==> src/rtl/fdiv_pkg.sv <==
package fdiv_pkg;

  // Per-result status carried with the quotient beat
  typedef struct packed {
    logic upd;   // commit quotient and flags
    logic n;
    logic z;
    logic v;
    logic dz;
    logic ovf;
    logic unf;
  } fdiv_stat_t;

  typedef enum logic [1:0] {
    ST_IDLE = 2'd0,
    ST_RUN  = 2'd1,
    ST_OUT  = 2'd2
  } fdiv_state_t;

endpackage

==> src/rtl/fdiv_unpack.sv <==
module fdiv_unpack #(
  parameter int EXP_W  = 8,
  parameter int FRAC_W = 23,
  parameter int GUARD  = 3,
  parameter int BIAS   = 128,
  localparam int WORD_W = 1 + EXP_W + FRAC_W,
  localparam int MAN_W  = FRAC_W + 1 + GUARD,
  localparam int XW     = EXP_W + 2
) (
  input  logic [WORD_W-1:0]    dvd,
  input  logic [WORD_W-1:0]    dvs,
  output logic                 dvd_zero,
  output logic                 dvs_zero,
  output logic                 sign,
  output logic signed [XW-1:0] exp_q,
  output logic [MAN_W-1:0]     man_a,
  output logic [MAN_W-1:0]     man_b
);

  logic [EXP_W-1:0] ea, eb;

  always_comb begin
    ea       = dvd[WORD_W-2 -: EXP_W];
    eb       = dvs[WORD_W-2 -: EXP_W];
    dvd_zero = (ea == '0);
    dvs_zero = (eb == '0);
    sign     = dvd[WORD_W-1] ^ dvs[WORD_W-1];
    // excess-BIAS difference, plus one for the 0.1f fraction convention
    exp_q    = $signed(XW'(ea)) - $signed(XW'(eb)) + $signed(XW'(BIAS + 1));
    man_a    = {1'b1, dvd[FRAC_W-1:0], {GUARD{1'b0}}};
    man_b    = {1'b1, dvs[FRAC_W-1:0], {GUARD{1'b0}}};
  end

endmodule

==> src/rtl/fdiv_iter.sv <==
module fdiv_iter #(
  parameter int MAN_W = 27,
  localparam int CW   = $clog2(MAN_W + 1)
) (
  input  logic             clk,
  input  logic             rst_n,
  input  logic             start,
  input  logic [MAN_W-1:0] man_a,
  input  logic [MAN_W-1:0] man_b,
  output logic             fin,
  output logic [MAN_W-1:0] quo
);

  logic             busy;
  logic [MAN_W:0]   rem;
  logic [MAN_W-1:0] dvs_r;
  logic [CW-1:0]    cnt;
  logic             ge;
  logic [MAN_W:0]   diff;
  logic [MAN_W-1:0] q_step;

  always_comb begin
    ge     = (rem >= {1'b0, dvs_r});
    diff   = ge ? (rem - {1'b0, dvs_r}) : rem;
    q_step = {quo[MAN_W-2:0], ge};
  end

  always_ff @(posedge clk) begin
    if (!rst_n) begin
      busy  <= 1'b0;
      fin   <= 1'b0;
      rem   <= '0;
      dvs_r <= '0;
      quo   <= '0;
      cnt   <= '0;
    end else begin
      fin <= 1'b0;
      if (start) begin
        busy  <= 1'b1;
        rem   <= {1'b0, man_a};
        dvs_r <= man_b;
        quo   <= '0;
        cnt   <= CW'(MAN_W);
      end else if (busy) begin
        if (cnt == CW'(1)) begin
          quo  <= q_step;
          busy <= 1'b0;
          fin  <= 1'b1;
        end else if (diff == '0) begin
          // remainder exhausted: remaining quotient bits are all zero
          quo  <= q_step << (cnt - CW'(1));
          busy <= 1'b0;
          fin  <= 1'b1;
        end else begin
          quo <= q_step;
          rem <= {diff[MAN_W-1:0], 1'b0};
          cnt <= cnt - CW'(1);
        end
      end
    end
  end

  AST_REM_BELOW_TWICE: assert property (@(posedge clk) disable iff (!rst_n) busy |-> (rem < {dvs_r, 1'b0}));
  AST_CNT_IN_RANGE: assert property (@(posedge clk) disable iff (!rst_n) busy |-> (cnt >= CW'(1) && cnt <= CW'(MAN_W)));
  AST_FIN_ONE_CYCLE: assert property (@(posedge clk) disable iff (!rst_n) fin |=> !fin);
  AST_FIN_AFTER_BUSY: assert property (@(posedge clk) disable iff (!rst_n) $rose(fin) |-> $fell(busy));

endmodule

==> src/rtl/fdiv_pack.sv <==
module fdiv_pack #(
  parameter int EXP_W  = 8,
  parameter int FRAC_W = 23,
  parameter int GUARD  = 3,
  localparam int WORD_W = 1 + EXP_W + FRAC_W,
  localparam int MAN_W  = FRAC_W + 1 + GUARD,
  localparam int XW     = EXP_W + 2
) (
  input  logic [MAN_W-1:0]     quo,
  input  logic signed [XW-1:0] exp_in,
  input  logic                 sign,
  input  logic                 trunc,
  input  logic                 ovf_en,
  input  logic                 unf_en,
  output logic [WORD_W-1:0]    word,
  output logic                 flag_n,
  output logic                 flag_z,
  output logic                 flag_v,
  output logic                 ovf,
  output logic                 unf
);

  localparam logic signed [XW-1:0] EXP_TOP  = XW'((1 << EXP_W) - 1);
  localparam logic signed [XW-1:0] EXP_ZERO = '0;
  localparam logic [MAN_W:0]       RND      = (MAN_W + 1)'(1) << (GUARD - 1);

  logic [MAN_W-1:0]     q_n, q_r;
  logic signed [XW-1:0] e_n, e_r;
  logic [MAN_W:0]       sum;
  logic [WORD_W-1:0]    packed_w;
  logic                 unused_bits;

  always_comb begin
    // single-place normalization
    if (!quo[MAN_W-1]) begin
      q_n = quo << 1;
      e_n = exp_in - $signed(XW'(1));
    end else begin
      q_n = quo;
      e_n = exp_in;
    end
    // round at the guard point
    sum = {1'b0, q_n} + (trunc ? '0 : RND);
    if (sum[MAN_W]) begin
      q_r = sum[MAN_W:1];
      e_r = e_n + $signed(XW'(1));
    end else begin
      q_r = sum[MAN_W-1:0];
      e_r = e_n;
    end
    ovf      = (e_r > EXP_TOP);
    unf      = (e_r <= EXP_ZERO);
    packed_w = {sign, e_r[EXP_W-1:0], q_r[MAN_W-2:GUARD]};
    if ((ovf && !ovf_en) || (unf && !unf_en)) word = '0;
    else                                      word = packed_w;
    flag_n = word[WORD_W-1];
    flag_z = (word[WORD_W-2 -: EXP_W] == '0);
    flag_v = ovf;
  end

  assign unused_bits = ^{q_r[MAN_W-1], q_r[GUARD-1:0]};

endmodule

==> src/rtl/fdiv_restoring.sv <==
module fdiv_restoring #(
  parameter int EXP_W  = 8,
  parameter int FRAC_W = 23,
  parameter int GUARD  = 3,
  parameter int BIAS   = 128,
  localparam int WORD_W = 1 + EXP_W + FRAC_W
) (
  input  logic              clk,
  input  logic              rst_n,
  input  logic              in_valid,
  output logic              in_ready,
  input  logic [WORD_W-1:0] in_dvd,
  input  logic [WORD_W-1:0] in_dvs,
  input  logic              in_trunc,
  input  logic              in_ovf_en,
  input  logic              in_unf_en,
  output logic              out_valid,
  input  logic              out_ready,
  output logic [WORD_W-1:0] out_quo,
  output logic              out_n,
  output logic              out_z,
  output logic              out_v,
  output logic              out_dz,
  output logic              out_ovf,
  output logic              out_unf,
  output logic              out_upd
);
  import fdiv_pkg::*;

  localparam int MAN_W = FRAC_W + 1 + GUARD;
  localparam int XW    = EXP_W + 2;
  localparam int RCW   = $clog2(MAN_W + 2) + 1;

  fdiv_state_t          state;
  fdiv_stat_t           stat_r;
  logic [WORD_W-1:0]    quo_r;
  logic                 sign_r, trunc_r, oe_r, ue_r;
  logic signed [XW-1:0] exp_r;
  logic [RCW-1:0]       run_cyc;

  logic                 dvd_zero, dvs_zero, sign_c;
  logic signed [XW-1:0] exp_c;
  logic [MAN_W-1:0]     man_a, man_b, it_quo;
  logic                 accept, start, it_fin;
  logic [WORD_W-1:0]    pk_word;
  logic                 pk_n, pk_z, pk_v, pk_ovf, pk_unf;

  fdiv_unpack #(.EXP_W(EXP_W), .FRAC_W(FRAC_W), .GUARD(GUARD), .BIAS(BIAS)) u_unpack (
    .dvd(in_dvd), .dvs(in_dvs), .dvd_zero(dvd_zero), .dvs_zero(dvs_zero),
    .sign(sign_c), .exp_q(exp_c), .man_a(man_a), .man_b(man_b));

  fdiv_iter #(.MAN_W(MAN_W)) u_iter (
    .clk(clk), .rst_n(rst_n), .start(start), .man_a(man_a), .man_b(man_b),
    .fin(it_fin), .quo(it_quo));

  fdiv_pack #(.EXP_W(EXP_W), .FRAC_W(FRAC_W), .GUARD(GUARD)) u_pack (
    .quo(it_quo), .exp_in(exp_r), .sign(sign_r), .trunc(trunc_r),
    .ovf_en(oe_r), .unf_en(ue_r), .word(pk_word), .flag_n(pk_n), .flag_z(pk_z),
    .flag_v(pk_v), .ovf(pk_ovf), .unf(pk_unf));

  assign in_ready = (state == ST_IDLE);
  assign accept   = in_valid && in_ready;
  assign start    = accept && !dvs_zero && !dvd_zero;

  always_ff @(posedge clk) begin
    if (!rst_n) begin
      state   <= ST_IDLE;
      stat_r  <= '0;
      quo_r   <= '0;
      sign_r  <= 1'b0;
      trunc_r <= 1'b0;
      oe_r    <= 1'b0;
      ue_r    <= 1'b0;
      exp_r   <= '0;
      run_cyc <= '0;
    end else begin
      case (state)
        ST_IDLE: if (accept) begin
          sign_r  <= sign_c;
          exp_r   <= exp_c;
          trunc_r <= in_trunc;
          oe_r    <= in_ovf_en;
          ue_r    <= in_unf_en;
          run_cyc <= '0;
          if (dvs_zero) begin
            quo_r  <= '0;
            stat_r <= '{upd: 1'b0, n: 1'b0, z: 1'b0, v: 1'b0, dz: 1'b1, ovf: 1'b0, unf: 1'b0};
            state  <= ST_OUT;
          end else if (dvd_zero) begin
            quo_r  <= '0;
            stat_r <= '{upd: 1'b1, n: 1'b0, z: 1'b1, v: 1'b0, dz: 1'b0, ovf: 1'b0, unf: 1'b0};
            state  <= ST_OUT;
          end else begin
            state <= ST_RUN;
          end
        end
        ST_RUN: begin
          run_cyc <= run_cyc + RCW'(1);
          if (it_fin) begin
            quo_r  <= pk_word;
            stat_r <= '{upd: 1'b1, n: pk_n, z: pk_z, v: pk_v, dz: 1'b0, ovf: pk_ovf, unf: pk_unf};
            state  <= ST_OUT;
          end
        end
        ST_OUT: if (out_ready) state <= ST_IDLE;
        default: state <= ST_IDLE;
      endcase
    end
  end

  assign out_valid = (state == ST_OUT);
  assign out_quo   = quo_r;
  assign out_n     = stat_r.n;
  assign out_z     = stat_r.z;
  assign out_v     = stat_r.v;
  assign out_dz    = stat_r.dz;
  assign out_ovf   = stat_r.ovf;
  assign out_unf   = stat_r.unf;
  assign out_upd   = stat_r.upd;

  AST_STALL_HOLDS: assert property (@(posedge clk) disable iff (!rst_n) (out_valid && !out_ready) |=> (out_valid && $stable(out_quo) && $stable(stat_r)));
  AST_ONE_IN_FLIGHT: assert property (@(posedge clk) disable iff (!rst_n) !(in_ready && out_valid));
  AST_DZ_NO_UPDATE: assert property (@(posedge clk) disable iff (!rst_n) (out_valid && out_dz) |-> (!out_upd && out_quo == '0));
  AST_RANGE_EXCLUSIVE: assert property (@(posedge clk) disable iff (!rst_n) out_valid |-> !(out_ovf && out_unf));
  AST_ZERO_IS_CLEAN: assert property (@(posedge clk) disable iff (!rst_n) (out_valid && out_upd && out_z && !out_ovf && !out_unf) |-> (out_quo == '0));
  AST_RUN_BOUNDED: assert property (@(posedge clk) disable iff (!rst_n) (state == ST_RUN) |-> (run_cyc <= RCW'(MAN_W + 1)));

endmodule

==> config.mk <==
export PLATFORM = sky130hd
export DESIGN_NAME = fdiv_restoring
export DESIGN_NICKNAME = d
export VERILOG_FILES = /design/src/rtl/fdiv_pkg.sv /design/src/rtl/fdiv_unpack.sv /design/src/rtl/fdiv_iter.sv /design/src/rtl/fdiv_pack.sv /design/src/rtl/fdiv_restoring.sv
export SDC_FILE = /design/constraint.sdc
export NUM_CORES = 1
export LEC_CHECK = 0
export CAP_MARGIN = 40
export CORE_UTILIZATION = 54
export CTS_CLUSTER_DIAMETER = 60
export DETAILED_ROUTE_END_ITERATION = 8
export DONT_BUFFER_PORTS = 1
export PLACE_DENSITY = 0.69
export SYNTH_ARGS = -nofsm -noshare
export SYNTH_HDL_FRONTEND = slang
export SYNTH_SLANG_ARGS = --single-unit
export TNS_END_PERCENT = 30
==> constraint.sdc <==
create_clock -name clk -period 10.25 [get_ports clk]
set_input_delay 1.025 -clock clk [delete_from_list [all_inputs] [get_ports clk]]
set_output_delay 1.025 -clock clk [all_outputs]
set_load 0.005 [all_outputs]
---- Word-level counts from Yosys, hierarchy flattened ----
Index checks and enable logic that the tools add are counted.
Widths: inputs -> output; s select.
storage, ports and cells
  register bits after elaboration ......... 140
  bits in latches ......................... 0
  memory bits (writable) .................. 0
  memory bits (read-only) ................. 0
  input bits .............................. 71
  memories ................................ 0
cells by class
  $add $sub $neg .......................... 7
  multipliers ............................. 0
  div/mod/pow operators ................... 0
  magnitude comparators ................... 3
  equal/unequal tests ..................... 9
  shift-type cells ........................ 1
  multiplexer cells ....................... 39
  bitwise logic cells ..................... 5
  reduce and logical (&&, ||, !) cells .... 24
operators with widths
  kind                   number
  $mux 27                7
  $mux 32                5
  $pmux 32 s2            1
  $add 27x3->28          1
  $ge 28x27->1           1
  $logic_not 28->1       1
  $mux 28                1
  $mux 7                 4
  $sub 28x27->28         1
  $shl 27x5->27          1
  $mux 26                1
  $logic_not 8->1        3
  $mux 10                2
  $mux 5                 4
  $pmux 7 s2             1
  $add 10x2->10 const B  1
  $add 10x9->10 const B  1
  $gt 10x9->1 const B    1
  $le 10x1->1 const B    1
  $mux 2                 5
  $sub 10x2->10 const B  1
  $reduce_and 3->1       3
  $sub 8x8->9            1
  $mux 1                 6
  20 further kinds       34

---- Longest topological paths before layout ----
  depth after elaboration ................. 11
  gate-level depth with buffers ........... 17
  mapped depth without buffers ............ 14

---- Hierarchy ----
From an unflattened synthesis, not the netlist that was laid out.
unflattened totals
  cells, all modules ...................... 1,761
  area, all modules ....................... 13,020.0 sq um
by module, submodules not included
  module          instances  cells an instance  area each (sq um)  seq. area each (sq um)
  fdiv_iter       1          1,059              7,679.9            1,781.7
  fdiv_restoring  1          248                2,220.9            1,101.1
  fdiv_pack       1          315                2,128.3            0.0
  fdiv_unpack     1          139                991.0              0.0

---- Worst setup path before layout ----
Ideal clock, no wire load.
  path type ............................... flip-flop to flip-flop
  start ................................... reg u_iter.quo[26]
  end ..................................... reg quo_r[10], in the netlist out_quo[10]
  setup time .............................. 125 ps
  arrival ................................. 3,718 ps
  setup slack ............................. 6,407 ps
  stages on the path, launching flop included .. 18
  clock period less this slack ............ 3,843 ps
  cells stage by stage .................... dfxtp_1 buf_6 buf_2 buf_2 buf_1 clkbuf_1 nand2_1 a21oi_1 ha_1 nor3b_1 and2_1 and3_1 nand2_1 nor2_1 mux2_2 a21o_1 nand3_1 o21ai_0
between the ends
  cells in the longest elaborated chain, start to end .. 9
  elaborated cells between the ends (all ways) .. 14
  classes of those cells .................. add/sub: 2; order compare: 2; mux: 7; reduce/logical: 3
ends and longest elaborated chain
  element                                         RTL line                          text
  start: declaration                              fdiv_iter.sv:11                   output logic [MAN_W-1:0] quo
  start signal: assignment                        fdiv_iter.sv:46                   quo <= q_step;
  start signal: assignment                        fdiv_iter.sv:51                   quo <= q_step << (cnt - CW'(1));
  start signal: assignment                        fdiv_iter.sv:55                   quo <= q_step;
  $mux 27 or $mux 10 (tied branches)              fdiv_pack.sv:35                   if (!quo[MAN_W-1]) begin
  $add 27x3->28 or $add 10x2->10 (tied branches)  fdiv_pack.sv:43, fdiv_pack.sv:46
  $mux 10                                         fdiv_pack.sv:44                   if (sum[MAN_W]) begin
  $gt 10x9->1 or $le 10x1->1 (tied branches)      fdiv_pack.sv:51, fdiv_pack.sv:52
  $logic_and 1x1->1                               fdiv_pack.sv:54                   if ((ovf && !ovf_en) || (unf && !unf_en)) word = '0;
  $logic_or 1x1->1                                fdiv_pack.sv:54
  $mux 32 *                                       fdiv_pack.sv:54
  $mux 32 *                                       fdiv_restoring.sv:99              if (it_fin) begin
  $pmux 32 s2 *                                   fdiv_restoring.sv:77              case (state)
  end signal: assignment                          fdiv_restoring.sv:100             quo_r <= pk_word;
  end: declaration                                fdiv_restoring.sv:36              logic [WORD_W-1:0] quo_r;
Mark *: on every way between the ends. The rest lies on a longest branch, timed or not. The select of a mux whose other input is x is not followed.
A chain may end at the register's enable or synchronous reset.

---- Worst setup path in the final report ----
  start ................................... reg u_iter.dvs_r[15]
  end ..................................... reg u_iter.rem[26]
between the ends
  cells in the longest elaborated chain, start to end .. 6
  elaborated cells between the ends (all ways) .. 10
  classes of those cells .................. add/sub: 1; order compare: 1; eq/ne: 1; mux: 5; reduce/logical: 2
ends and longest elaborated chain
  element                                                                   RTL line                          text
  start: declaration                                                        fdiv_iter.sv:16                   logic [MAN_W-1:0] dvs_r;
  start signal: assignment                                                  fdiv_iter.sv:41                   dvs_r <= man_b;
  $sub 28x27->28 or $ge 28x27->1 (tied branches)                            fdiv_iter.sv:24, fdiv_iter.sv:23
  $mux 28 *                                                                 fdiv_iter.sv:24                   diff = ge ? (rem - {1'b0, dvs_r}) : rem;
  parallel branches: the longest is 4 deep, another holds $logic_not 28->1  -
  end signal: assignment                                                    fdiv_iter.sv:40                   rem <= {1'b0, man_a};
  end signal: assignment                                                    fdiv_iter.sv:56                   rem <= {diff[MAN_W-1:0], 1'b0};
  end: declaration                                                          fdiv_iter.sv:15                   logic [MAN_W:0] rem;
Every way passes the cells marked *. The select of a mux whose other input is x is not followed.

==> run metrics <==
status completed; final setup violation count 0; num ports ~110; Post-synth EDFFs 0; H-tree Lvls 4; Area after DPL 0.0108 sq mm; f_max 206 MHz; Async SR Flop Fraction 0%; postcts setup bufs 0; CP max FO 37; Post-DRT Antenna Nets 0; Post-Synthesis Cell Area 0.0108 sq mm; Top Layer Used met4; cell count after synthesis 1479; M1 WL 14.4 mm; post-synthesis sequential area ratio roughly 25%; Tcrit/Tclk final 47.3%; n_diodes 0; Layout Nets 1498; Fin. Hold Viols 0; Std-Cell Rows 51; Synth Area in Compound Gates between 20% and 30%; share of layout cells above drive strength 1 under 10%; Max IR drop VDD 0.114 mV; max cap viols 0; Max Clock Skew between 0.01 and 0.015 ns; routed len/inst 19.4 um; Mean Syn Cell Area 7.32 sq um; post-route design area about 0.011 sq mm; vias in the first global route approximately 9600; antenna violations before repair 0; global-route wire length before repair between 50 and 60 mm; CP arrival 5.13 ns; Num CTS Buffers 17; Yosys Warn Count 0; DR vias/cell about 6.5; CP required 10.54 ns; Crit Path Category reg -> reg; Initial Util 55.4%; adder-cell share of the synthesized area 4.76%; Congestion Overflow GR 0; clk root buf clkbuf_16; initial DRC count between 900 and 1000; die height approximately 140 um; # port buffers 0; GRT Resource Usage Total 31.3%; pwr dens 189 mW/mm^2; core region area 0.0195 sq mm; fill cell count 1846; XOR/XNOR Fraction of Synth Area 4.86%; drt drc 0; Critical Path End Type flop; Slew Limit Fails 0; Post-Route WL 32.3 mm; Area Growth Syn to Fin 5.62%; critical path startpoint category flop; CTS resizes 0; met2 WL between 15 and 20 mm; RSZ-0062 raised after global routing no; Mapped Nets ~1600; Yosys reg bits 136; Worst-Margin Slew 0.834 ns; largest family of logic cells by synthesized area compound AO/OA/AOI/OAI gates; clk buf depth 2; post-synthesis cell type count 82; detailed-router iteration count before antenna repair 7; Period minus WS final 4.85 ns; post-route setup TNS 0 ns; TritonCTS clock tree done; pin count of the biggest net entering global routing 60; mux cell area share after synthesis 5.42%; Synth Area in Simple Gates 24.4%; full die area 0.0206 sq mm; Worst Hold Class reg -> reg; vias 10800; HPWL Detailed 23.1 mm; clock transition at the registers of the reported paths 0.07 ns; Final GP Congestion 1.02; DIE WIDTH 144 um; clock sink count ~140; Reg area roughly 0.0027 sq mm; met3 WL 1.94 mm; worst rel slew slack 44.1%; insertion delay of the later-clocked pin in the worst-skew pair about 0.44 ns; Main synth FF type dfxtp_1; cts hold-fix bufs 0; Multi-input gate area 0.00734 sq mm; Pleak 4.06 nW
==> stage by stage <==
step	utilization [%]	std cells	setup slack, ns	hold slack, ns	power [mW]
floorplan	-	1479	6.41	0.436	1.26
global placement	55.2	1632	5.52	0.444	1.46
detailed placement	55.2	1633	5.51	0.447	1.46
CTS	58.5	1665	5.47	0.456	2.15
global route	58.5	1665	5.04	0.474	2.28
finish	58.5	1665	5.40	0.455	2.16
==> worst paths after layout <==
check                           slack (ns)                     startpoint  cells after the start                             to
worst max-delay path                  5.40  u_iter.dvs_r[15]$_SDFFE_PN0P_                     14    u_iter.rem[26]$_SDFFE_PN0P_
worst min register to register        0.46  u_iter.dvs_r[12]$_SDFFE_PN0P_                      2  u_iter.dvs_r[12]$_SDFFE_PN0P_
worst max register to register        5.40  u_iter.dvs_r[15]$_SDFFE_PN0P_                     14    u_iter.rem[26]$_SDFFE_PN0P_
worst min-delay path                  0.46  u_iter.dvs_r[12]$_SDFFE_PN0P_                      2  u_iter.dvs_r[12]$_SDFFE_PN0P_
==> placed cells by master, fill, tap and decap left out, types with 17 or more instances in the layout <==
cell type	count
a31oi_1	17
dfxtp_1	135
a211oi_1	39
ha_1	38
buf_4	19
nor4_1	19
nand3_1	67
nand2_1	184
o21ai_0	115
a21oi_1	132
nor3_1	22
mux2i_1	35
nand4_1	41
inv_1	61
xnor2_1	31
xor2_1	28
clkbuf_16	17
o211ai_1	28
nor2_1	81
==> cell families after synthesis <==
| kind of cell | Yosys count |
|---|---|
| AND/OR/NAND/NOR | 530 |
| AO/OA/AOI/OAI | 467 |
| buffers and inverters | 194 |
| flip-flops | 136 |
| XOR/XNOR | 60 |
| multiplexers | 52 |
| adder cells (fa/ha/maj) | 40 |
==> flip-flops by register name, indices dropped and copies added, names as in the netlist <==
register / cells
u_iter.dvs_r: 24
out_unf: 1
u_iter.fin: 1
out_dz: 1
out_upd: 1
oe_r: 1
u_iter.cnt: 5
trunc_r: 1
out_quo: 31
sign_r: 1
out_v: 1
u_iter.rem: 25
exp_r: 10
ue_r: 1
out_z: 1
out_n: 1
u_iter.quo: 27
u_iter.busy: 1
state: 2
==> where the power goes <==
group | leakage, nW | total (mW) | switching, mW | internal (mW)
Clock | 0.306 | 0.690 | 0.275 | 0.415
Combinational | 2.64 | 0.867 | 0.554 | 0.313
Sequential | 1.11 | 0.607 | 0.0463 | 0.561
==> layer usage <==
metal	track usage [%]	vias to the layer above
met2	51.6	416
met1	40.8	5032
met3	5.46	79
li1	-	5255
met4	11.6	0
met5	0	-
==> layout make-up <==
class / instances / share of cell area (%)
Multi-Input combinational cell: 1149 / 64.2
Sequential cell: 136 / 23.8
Inverter: 63 / 2.07
Clock inverter: 14 / 1.84
Timing Repair Buffer: 20 / 1.38
Tap cell: 265 / 2.90
Clock buffer: 18 / 3.76
==> synth_stat cells, drive strengths merged, types with 7 or more instances <==
cell type  instances  area [sq um]
o31ai              8          60.1
xnor2             31           272
o211ai            28           210
nand2b            16           108
nor2              83           312
nor4              21           153
nor2b              9          56.3
a311oi             9          78.8
nand3             67           335
nor3b              7          52.6
o21ai            118           591
mux2              13           146
o21a              10          75.1
a31oi             18           119
ha                38           475
a211o              7          61.3
clkbuf            90           339
a21o               9          67.6
or3               13          81.3
xor2              29           254
a2111oi            9          97.6
buf               41           224
dfxtp            136          2720
nor3              25           135
a21oi            133           669
nand4             41           257
and3              15          93.8
a22o              15           131
nand2            186           701
or4                8          63.8
o311ai            13           114
a21boi             9          67.6
mux2i             35           350
inv               61           229
a211oi            40           305
and2              17           106
==> worst max-delay path, stage by stage (launching register included) <==
cell	delay, ns
dfxtp_1	0.33
inv_1	0.05
ha_1	0.50
nand4_1	0.25
nor3_2	0.33
o211ai_1	0.26
a31oi_2	0.36
a21o_1	0.16
buf_4	0.37
nand4_1	0.15
o41a_1	0.42
o31ai_4	0.71
buf_4	0.48
mux2i_1	0.22
a21oi_1	0.08
No activity file was read; power rests on OpenSTA's default activity.
